### config.mk
export PLATFORM = sky130hd
export DESIGN_NAME = i2c_scl_gen
export DESIGN_NICKNAME = d
export VERILOG_FILES = /design/src/rtl/i2c_scl_gen_pkg.sv /design/src/rtl/i2c_scl_gen_datapath.sv /design/src/rtl/i2c_scl_gen_ctrl.sv /design/src/rtl/i2c_scl_gen.sv
export SDC_FILE = /design/constraint.sdc
export NUM_CORES = 1
export LEC_CHECK = 0
export BUFFER_PORTS_ARGS = -buffer_cell sky130_fd_sc_hd__buf_2
export CAP_MARGIN = 0
export CORE_MARGIN = 8
export CORE_UTILIZATION = 55
export CTS_BUF_LIST = sky130_fd_sc_hd__clkbuf_2
export DETAILED_ROUTE_END_ITERATION = 10
export PLACE_DENSITY = 0.77
export SYNTH_ARGS = -nofsm -noshare
export SYNTH_HDL_FRONTEND = slang
export SYNTH_SLANG_ARGS = --single-unit
### constraint.sdc
create_clock -name clk -period 11.78 [get_ports clk]
set_input_delay 2.356 -clock clk [delete_from_list [all_inputs] [get_ports clk]]
set_output_delay 2.356 -clock clk [all_outputs]
set_load 0.005 [all_outputs]
### src/rtl/i2c_scl_gen_pkg.sv
package i2c_scl_gen_pkg;

  typedef enum logic [2:0] {
    PH_IDLE,
    PH_LOW,
    PH_LOW_HOLD,
    PH_WAIT_HIGH,
    PH_HIGH
  } phase_e;

  // control -> datapath
  typedef struct packed {
    logic cntClr;
    logic inLow;
    logic inHigh;
  } ctrl_s;

  // datapath -> control
  typedef struct packed {
    logic cntLast;
    logic filtHigh;
  } stat_s;

endpackage

### src/rtl/i2c_scl_gen_datapath.sv
module i2c_scl_gen_datapath
  import i2c_scl_gen_pkg::*;
#(
  parameter int DIV_W       = 16,
  parameter int DLY_W       = 8,
  parameter int FILT_W      = 2,
  parameter int SYNC_STAGES = 2
) (
  input  logic              clk,
  input  logic              rstN,
  input  logic [DIV_W-1:0]  divider,
  input  logic [DLY_W-1:0]  sdaDelay,
  input  logic [FILT_W-1:0] filterSel,
  input  logic              sclIn,
  input  ctrl_s             ctrl,
  output stat_s             stat,
  output logic              sdaChange,
  output logic              sampleStrobe,
  output logic              bitEnd
);

  localparam logic [DIV_W-1:0] ONE = DIV_W'(1);

  // synchronizer, reset to the idle-high bus level
  logic [SYNC_STAGES-1:0] syncQ;
  logic                   syncOut;

  always_ff @(posedge clk) begin
    if (!rstN) syncQ <= '1;
    else       syncQ <= {syncQ[SYNC_STAGES-2:0], sclIn};
  end
  assign syncOut = syncQ[SYNC_STAGES-1];

  // stability filter: a new level must persist filterSel extra cycles
  logic              filtQ;
  logic [FILT_W-1:0] filtCnt;

  always_ff @(posedge clk) begin
    if (!rstN) begin
      filtQ   <= 1'b1;
      filtCnt <= '0;
    end else if (syncOut != filtQ) begin
      if (filtCnt == filterSel) begin
        filtQ   <= syncOut;
        filtCnt <= '0;
      end else begin
        filtCnt <= filtCnt + 1'b1;
      end
    end else begin
      filtCnt <= '0;
    end
  end

  // phase counter
  logic [DIV_W-1:0] divEff;
  logic [DIV_W-1:0] lastCnt;
  logic [DIV_W-1:0] midCnt;
  logic [DIV_W-1:0] dlyExt;
  logic [DIV_W-1:0] sdaTarget;
  logic [DIV_W-1:0] cnt;

  assign divEff    = (divider == '0) ? ONE : divider;
  assign lastCnt   = divEff - ONE;
  assign midCnt    = divEff >> 1;
  assign dlyExt    = DIV_W'(sdaDelay);
  assign sdaTarget = (dlyExt > lastCnt) ? lastCnt : dlyExt;

  always_ff @(posedge clk) begin
    if (!rstN)                            cnt <= '0;
    else if (ctrl.cntClr)                 cnt <= '0;
    else if (ctrl.inLow || ctrl.inHigh)   cnt <= cnt + ONE;
  end

  assign stat.cntLast  = (cnt == lastCnt);
  assign stat.filtHigh = filtQ;

  assign sdaChange    = ctrl.inLow  && (cnt == sdaTarget);
  assign sampleStrobe = ctrl.inHigh && (cnt == midCnt);
  assign bitEnd       = ctrl.inHigh && (cnt == lastCnt);

endmodule

### src/rtl/i2c_scl_gen_ctrl.sv
module i2c_scl_gen_ctrl
  import i2c_scl_gen_pkg::*;
(
  input  logic  clk,
  input  logic  rstN,
  input  logic  enable,
  input  stat_s stat,
  output ctrl_s ctrl,
  output logic  sclDriveLow
);

  phase_e phaseQ, phaseNext;
  logic   driveQ;

  always_comb begin
    phaseNext = phaseQ;
    unique case (phaseQ)
      PH_IDLE:      phaseNext = PH_LOW;
      PH_LOW:       if (stat.cntLast) phaseNext = stat.filtHigh ? PH_LOW_HOLD : PH_WAIT_HIGH;
      PH_LOW_HOLD:  if (!stat.filtHigh) phaseNext = PH_WAIT_HIGH;
      PH_WAIT_HIGH: if (stat.filtHigh) phaseNext = PH_HIGH;
      PH_HIGH:      if (stat.cntLast) phaseNext = PH_LOW;
      default:      phaseNext = PH_IDLE;
    endcase
    if (!enable) phaseNext = PH_IDLE;
  end

  always_ff @(posedge clk) begin
    if (!rstN) begin
      phaseQ <= PH_IDLE;
      driveQ <= 1'b0;
    end else begin
      phaseQ <= phaseNext;
      driveQ <= (phaseNext == PH_LOW) || (phaseNext == PH_LOW_HOLD);
    end
  end

  assign ctrl.cntClr = (phaseNext != phaseQ);
  assign ctrl.inLow  = (phaseQ == PH_LOW);
  assign ctrl.inHigh = (phaseQ == PH_HIGH);
  assign sclDriveLow = driveQ;

endmodule

### src/rtl/i2c_scl_gen.sv
module i2c_scl_gen
  import i2c_scl_gen_pkg::*;
#(
  parameter int DIV_W       = 16,
  parameter int DLY_W       = 8,
  parameter int FILT_W      = 2,
  parameter int SYNC_STAGES = 2
) (
  input  logic              clk,
  input  logic              rstN,
  input  logic              enable,
  input  logic [DIV_W-1:0]  divider,
  input  logic [DLY_W-1:0]  sdaDelay,
  input  logic [FILT_W-1:0] filterSel,
  input  logic              sclIn,
  output logic              sclDriveLow,
  output logic              sdaChange,
  output logic              sampleStrobe,
  output logic              bitEnd
);

  ctrl_s ctrlBus;
  stat_s statBus;

  i2c_scl_gen_ctrl u_ctrl (
    .clk         (clk),
    .rstN        (rstN),
    .enable      (enable),
    .stat        (statBus),
    .ctrl        (ctrlBus),
    .sclDriveLow (sclDriveLow)
  );

  i2c_scl_gen_datapath #(
    .DIV_W       (DIV_W),
    .DLY_W       (DLY_W),
    .FILT_W      (FILT_W),
    .SYNC_STAGES (SYNC_STAGES)
  ) u_dp (
    .clk          (clk),
    .rstN         (rstN),
    .divider      (divider),
    .sdaDelay     (sdaDelay),
    .filterSel    (filterSel),
    .sclIn        (sclIn),
    .ctrl         (ctrlBus),
    .stat         (statBus),
    .sdaChange    (sdaChange),
    .sampleStrobe (sampleStrobe),
    .bitEnd       (bitEnd)
  );

endmodule

==> flow_metrics.tcl, run 1 <==
set metrics [dict create \
    status "completed" \
    cts_tree "built" \
    synth_nets 339 \
    drt_iter0_drc 229 \
    grt_max_degree 17 \
    grt-ovfl-total 0 \
    hold_viol 0 \
    hold_buffers 0 \
    gp_congestion 0.889 \
    core_mm2 0.00406 \
    antenna_found_initial 0 \
    syn_avg_cell_area_um2 7.86 \
    num_vias 2191 \
    crit_fanout 10 \
    cp.arrival_ns 6.85 \
    die-area_mm2 0.00662 \
    clock_path_buffers 2 \
    insertion_delay_ns 0.35 \
    slew_violations 0 \
    grt_pass1_wl_mm 9.43 \
    area_growth_pct 6.60 \
    ant_nets 0 \
    synthCells 299 \
    wl_mm 5.87 \
    worst-setup-path-type "in -> out" \
    finalCriticalPeriod_ns 9.20 \
    path_cells "buf_2 > or4_4 > nor3_2 > a31oi_1 > ha_1 > nor3b_1 > nand2_1 > xor2_1 > ha_1 > nand4_1 > nor2_1 > a2111oi_0 > nand4_1 > a211oi_1 > o21ai_0 > nor4_1 > buf_2" \
    fin_nets 355 \
    hold_path_class "reg -> reg" \
    leakage_nw 0.937 \
    postPlaceCellArea_mm2 0.00248 \
    fin_crit_sh_pct 78.1 \
    insertedDiodeCount 0 \
    grt_pass1_vias 1938 \
    stdcell_area_mm2 0.00250 \
    synth_edf_count 0 \
    dr.pass1.iters 4 \
    final.setup_skew_ns 0.00898 \
    cts_setup_buffers 0 \
    synth-main-ff-cell "dfxtp_1" \
    crit_buf_inv 2 \
    viasPerCell 6.02 \
    synthAdderAreaFrac_pct 5.32 \
    start_util_pct 57.9 \
    grtUsageTotal_pct 17.8 \
    cts.sinks 25 \
    die_width_um 81.4 \
    crit_path_start_kind "primary input" \
    ios 34 \
    peakVddDrop_v 0.0000654 \
    setup_violations 0 \
    die_h_um 81.4 \
    cts_resized 0 \
    grt_setup_unrepaired "no" \
    ys_warn_count 0 \
    synthDistinctLibCells 58 \
    dp_hpwl_mm 4.60 \
    placed_cells 360 \
    io_buffers 33 \
    dp_slack_ns 2.65 \
    powerDensity_mw_per_mm2 67.3 \
    drv_cap 0 \
    rows 23 \
    synth-seq-cells 25 \
    htreeDepth 1 \
    crit_family "simple AND/OR/NAND/NOR gates" \
    fmax_ghz 0.109 \
    mostFrequentLayoutCell "nor2_1" \
    syn-cell-area_mm2 0.00235 \
    cts_buffers 3 \
    drive_gt1_share_pct 15.6 \
    critPathSlowestCell "a2111oi_0" \
    slew_headroom_pct 48.1 \
    synth_xor_xnor_area_share_pct 21.6 \
    synth_simple_gate_area_share_pct 28.7 \
    end_kind "primary output" \
    required_ns 9.42 \
    post_drt_wl_per_cell_um 16.1 \
    root_buffer "clkbuf_2" \
    worstMarginPinSlew_ns 0.777 \
    worst_slack_ns 2.58 \
    muxShareOfSynthArea_pct 2.24 \
    final_cells 364 \
    synth_top_family_by_area "simple AND/OR/NAND/NOR gates" \
    ys_seq_area_share_pct 21.3 \
    nFillCells 366 \
    async_flop_share_pct 0 \
    drc 0 \
    max_stage_delay_ns 0.59 \
    final_cell_mix "38 x nor2_1, 33 x buf_2, 31 x xnor2_1, 27 x xor2_1, 25 x dfxtp_1" \
    clk_pin_slew_worst_paths_ns 0.23 \
    synth_compound_area_share_pct 15.3 \
    finalSetupTns_ns 0 \
]
synthesized netlist by cell type (2+ instances only):
| cell type | number | area (µm²) |
|---|---|---|
| nor2_1 | 38 | 143 |
| xnor2_1 | 31 | 272 |
| xor2_1 | 27 | 236 |
| dfxtp_1 | 25 | 500 |
| clkbuf_1 | 19 | 71.3 |
| nand2_1 | 16 | 60.1 |
| nand3_1 | 16 | 80.1 |
| nand4_1 | 13 | 81.3 |
| a21oi_1 | 10 | 50.1 |
| ha_1 | 10 | 125 |
| inv_1 | 9 | 33.8 |
| nand2b_1 | 6 | 37.5 |
| nor3_1 | 6 | 30.0 |
| nor4_1 | 6 | 37.5 |
| a211oi_1 | 4 | 30.0 |
| o21ai_0 | 4 | 20.0 |
| a21o_1 | 3 | 22.5 |
| mux2i_1 | 3 | 30.0 |
| o211ai_1 | 3 | 22.5 |
| a2111oi_0 | 2 | 17.5 |
| a31oi_1 | 2 | 12.5 |
| mux2_2 | 2 | 22.5 |
| nand3b_1 | 2 | 15.0 |
| nand4b_1 | 2 | 17.5 |
| nor2b_1 | 2 | 12.5 |
| nor3_2 | 2 | 20.0 |
| nor3b_1 | 2 | 15.0 |
| nor4_2 | 2 | 25.0 |
| o22ai_1 | 2 | 12.5 |
| or4_1 | 2 | 15.0 |
state kept, by name, summed over array words and instances (netlist names):
name	count
u_dp.syncQ	2
u_dp.filtCnt	2
u_dp.filtQ	1
u_ctrl.sclDriveLow	1
u_ctrl.phaseQ	3
u_dp.cnt	16
per-layer routing:
| metal | global-route usage [%] | vias up | wire, µm |
|---|---|---|---|
| met3 | 3.31 | 2 | 371 |
| met4 | 1.79 | 0 | 14 |
| met5 | 0 | - | 0 |
| met2 | 27.4 | 80 | 2730 |
| met1 | 25.6 | 1010 | 2750 |
| li1 | - | 1099 | - |
cells by family after synthesis:
| family | Yosys count |
|---|---|
| buffers and inverters | 31 |
| xor gates and xnor gates | 58 |
| adders and majority gates | 10 |
| and+or+nand+nor | 124 |
| muxes | 5 |
| AOI/OAI and AO/OA | 46 |
| DFF | 25 |
stage by stage:
| stage | hold slack (ns) | util, % | total power, W |
|---|---|---|---|
| 4_1_cts | 0.450 | 61.7 | 0.000169 |
| 3_5_place_dp | 0.400 | 61.2 | 0.000135 |
| 2_1_floorplan | 0.386 | - | 0.000121 |
| 6_report | 0.442 | 61.7 | 0.000169 |
| 5_1_grt | 0.463 | 61.7 | 0.000179 |
| 3_3_place_gp | 0.391 | 61.2 | 0.000135 |
power by group:
group	leakage (nW)	internal [W]	switching, W	total, W
logic	0.721	0.0000194	0.0000264	0.0000457
clock network	0.0126	0.00000788	0.0000263	0.0000342
registers	0.203	0.0000865	0.00000219	0.0000887
total	0.937	0.000114	0.0000548	0.000169
path summary, 6_finish.rpt:
kind | start | endpoint | slack, ns | depth (start not counted)
worst max-delay path | divider[3] | sdaChange | 2.58 | 17
worst max register to register | u_dp.cnt[10] | u_dp.cnt[12] | 9.10 | 8
worst min-delay path | u_dp.syncQ[0] | u_dp.syncQ[1] | 0.44 | 1
worst min register to register | u_dp.syncQ[0] | u_dp.syncQ[1] | 0.44 | 1
final cells by class:
cell class | instances | area, µm² | share of cell area [%]
Clock buffer | 3 | 15.0 | 0.599
Clock inverter | 1 | 7.51 | 0.300
Inverter | 9 | 33.8 | 1.35
Multi-Input combinational cell | 243 | 1720 | 68.7
Sequential cell | 25 | 500 | 20.0
Tap cell | 50 | 62.6 | 2.50
Timing Repair Buffer | 33 | 165 | 6.59
worst reg2reg max path, cell delays in order, from the launching register on:
cell      delay [ns]
dfxtp_1         0.52
xor2_1          0.26
xnor2_1         0.15
a41o_1          0.18
o211ai_1        0.11
nor4_2          0.43
a31oi_1         0.18
o211ai_2        0.63
nor2_1          0.12
Note: power is estimated with default switching activity, not from simulation.
==> run 2, diff against run 1 <==
- clock period: 11.78 -> 8.6 ns (I/O delays scaled with it)
==> run 2 against run 1 <==
- die area unchanged
- setup slack worse by 1.9 ns
- sequential cell count unchanged
- critical path type unchanged
- largest power group unchanged
==> flow_metrics.tcl, run 2 (synthesis results as in run 1) <==
set metrics [dict create \
    hold_buffers 0 \
    wl_mm 5.92 \
    reg_top3 "u_dp.cnt: 16 flops, u_ctrl.phaseQ: 3 flops" \
    rows 23 \
    drt_iter0_drc 259 \
    setup_violations 0 \
    finalSetupTns_ns 0 \
    grtUsageTotal_pct 18.3 \
    grt_pass1_vias 2016 \
    clock_path_buffers 2 \
    hold_viol 0 \
    grt_pass1_wl_mm 9.71 \
    cts_tree "built" \
    register_area_um2 500 \
    crit_family "simple AND/OR/NAND/NOR gates" \
    final_cells 364 \
    nFillCells 366 \
    required_ns 6.88 \
    dp_hpwl_mm 4.62 \
    viasPerCell 6.02 \
    grt-ovfl-total 0 \
    cts_buffers 3 \
    worst-setup-path-type "in -> out" \
    cts_resized 0 \
    antenna_found_initial 0 \
    fin_nets 355 \
    final_cell_mix "38 x nor2_1, 33 x buf_2, 31 x xnor2_1, 27 x xor2_1, 25 x dfxtp_1" \
    sw_frac_of_total_pct 32.8 \
    powerDensity_mw_per_mm2 93.4 \
    root_buffer "clkbuf_2" \
    internal_power_w 0.000157 \
    drive_gt1_share_pct 15.6 \
    post_drt_wl_per_cell_um 16.3 \
    insertedDiodeCount 0 \
    gp_congestion 0.889 \
    placed_cells 360 \
    cts_setup_buffers 0 \
    io_buffers 33 \
    grt_setup_unrepaired "no" \
    max_stage_delay_ns 0.61 \
    switching_power_w 0.0000769 \
    hold_path_class "reg -> reg" \
    finalCriticalPeriod_ns 7.96 \
    dr.pass1.iters 4 \
    crit_fanout 10 \
    end_kind "primary output" \
    htreeDepth 1 \
    worstMarginPinSlew_ns 0.772 \
    ios 34 \
    core_mm2 0.00406 \
    die-area_mm2 0.00662 \
    grt_max_degree 17 \
    largest_register_ffs 16 \
    critPathSlowestCell "a2111oi_0" \
    cp.arrival_ns 6.24 \
    drv_cap 0 \
    insertion_delay_ns 0.36 \
    start_util_pct 57.9 \
    area_growth_pct 6.66 \
    slew_headroom_pct 48.5 \
    clk_pin_slew_worst_paths_ns 0.25 \
    fmax_ghz 0.126 \
    cts.sinks 25 \
    crit_path_start_kind "primary input" \
    crit_buf_inv 2 \
    mostFrequentLayoutCell "nor2_1" \
    reg2reg_depth 8 \
    final.setup_skew_ns 0.00933 \
    status "completed" \
    ant_nets 0 \
    power_frac_clock_pct 21.2 \
    pwr-share-seq_pct 51.9 \
    path_cells "buf_2 > or4_4 > nor3_2 > a31oi_1 > ha_1 > nor3b_1 > nand2_1 > xor2_1 > ha_1 > nand4_1 > nor2_1 > a2111oi_0 > nand4_1 > a211oi_1 > o21ai_0 > nor4_1 > buf_2" \
    multi_input_area_mm2 0.00172 \
    holdPathStages 1 \
    peakVddDrop_v 0.0000863 \
    num_vias 2191 \
    drc 0 \
    top_register "u_dp.cnt" \
    die_h_um 81.4 \
    cp.depth 17 \
    fin_crit_sh_pct 92.5 \
    leakage_nw 0.941 \
    slew_violations 0 \
    comb_power_share_pct 26.9 \
    die_width_um 81.4 \
]
==> run 2: area by class of cell <==
type / instances / area share [%]
Tap cell: 50 / 2.50
Timing Repair Buffer: 33 / 6.59
Clock buffer: 3 / 0.599
Sequential cell: 25 / 20.0
Multi-Input combinational cell: 243 / 68.6
Clock inverter: 1 / 0.349
Inverter: 9 / 1.35
==> run 2: power by group through the flow <==
stage	clock network (W)	logic, W	registers, W
finish	0.0000497	0.0000629	0.000122
global route	0.0000573	0.0000695	0.000122
CTS	0.0000519	0.0000622	0.000122
global placement	0	0.0000608	0.000124
floorplan	0	0.0000436	0.000122
detailed placement	0	0.0000618	0.000124
==> run 2: per-layer routing <==
layer	part of all wire [%]	vias up	routed length, µm	GRT usage [%]
met2	44	86	2630	27.2
met3	7.4	2	438	3.75
met4	0.24	0	14	3.21
li1	-	1096	-	-
met5	0	-	0	0
met1	48	1007	2840	26.5
==> run 2: metrics by stage <==
stage / setup slack (ns) / util [%] / total power, W / cell area (µm²) / hold slack, ns
3_5_place_dp: 0.740 / 61.2 / 0.000185 / 2480 / 0.400
5_1_grt: 0.340 / 61.8 / 0.000249 / 2510 / 0.465
3_3_place_gp: 0.658 / 61.2 / 0.000184 / 2480 / 0.391
6_report: 0.643 / 61.8 / 0.000234 / 2510 / 0.445
2_1_floorplan: 1.65 / - / 0.000166 / 2350 / 0.386
4_1_cts: 0.763 / 61.8 / 0.000236 / 2510 / 0.453
==> run 2: worst paths after layout <==
path / startpoint / end / slack [ns]
max reg2reg: u_dp.cnt[10] / u_dp.cnt[5] / 5.97
min: u_dp.syncQ[0] / u_dp.syncQ[1] / 0.45
max: divider[3] / sdaChange / 0.64
min reg2reg: u_dp.syncQ[0] / u_dp.syncQ[1] / 0.45
==> run 2: worst reg2reg max path, stage by stage, from the launching register on <==
cell	delay (ns)
dfxtp_1	0.53
xor2_1	0.25
xnor2_1	0.15
a41o_1	0.18
o211ai_1	0.10
nor4_2	0.41
a31oi_1	0.18
o211ai_2	0.60
nor2_1	0.12
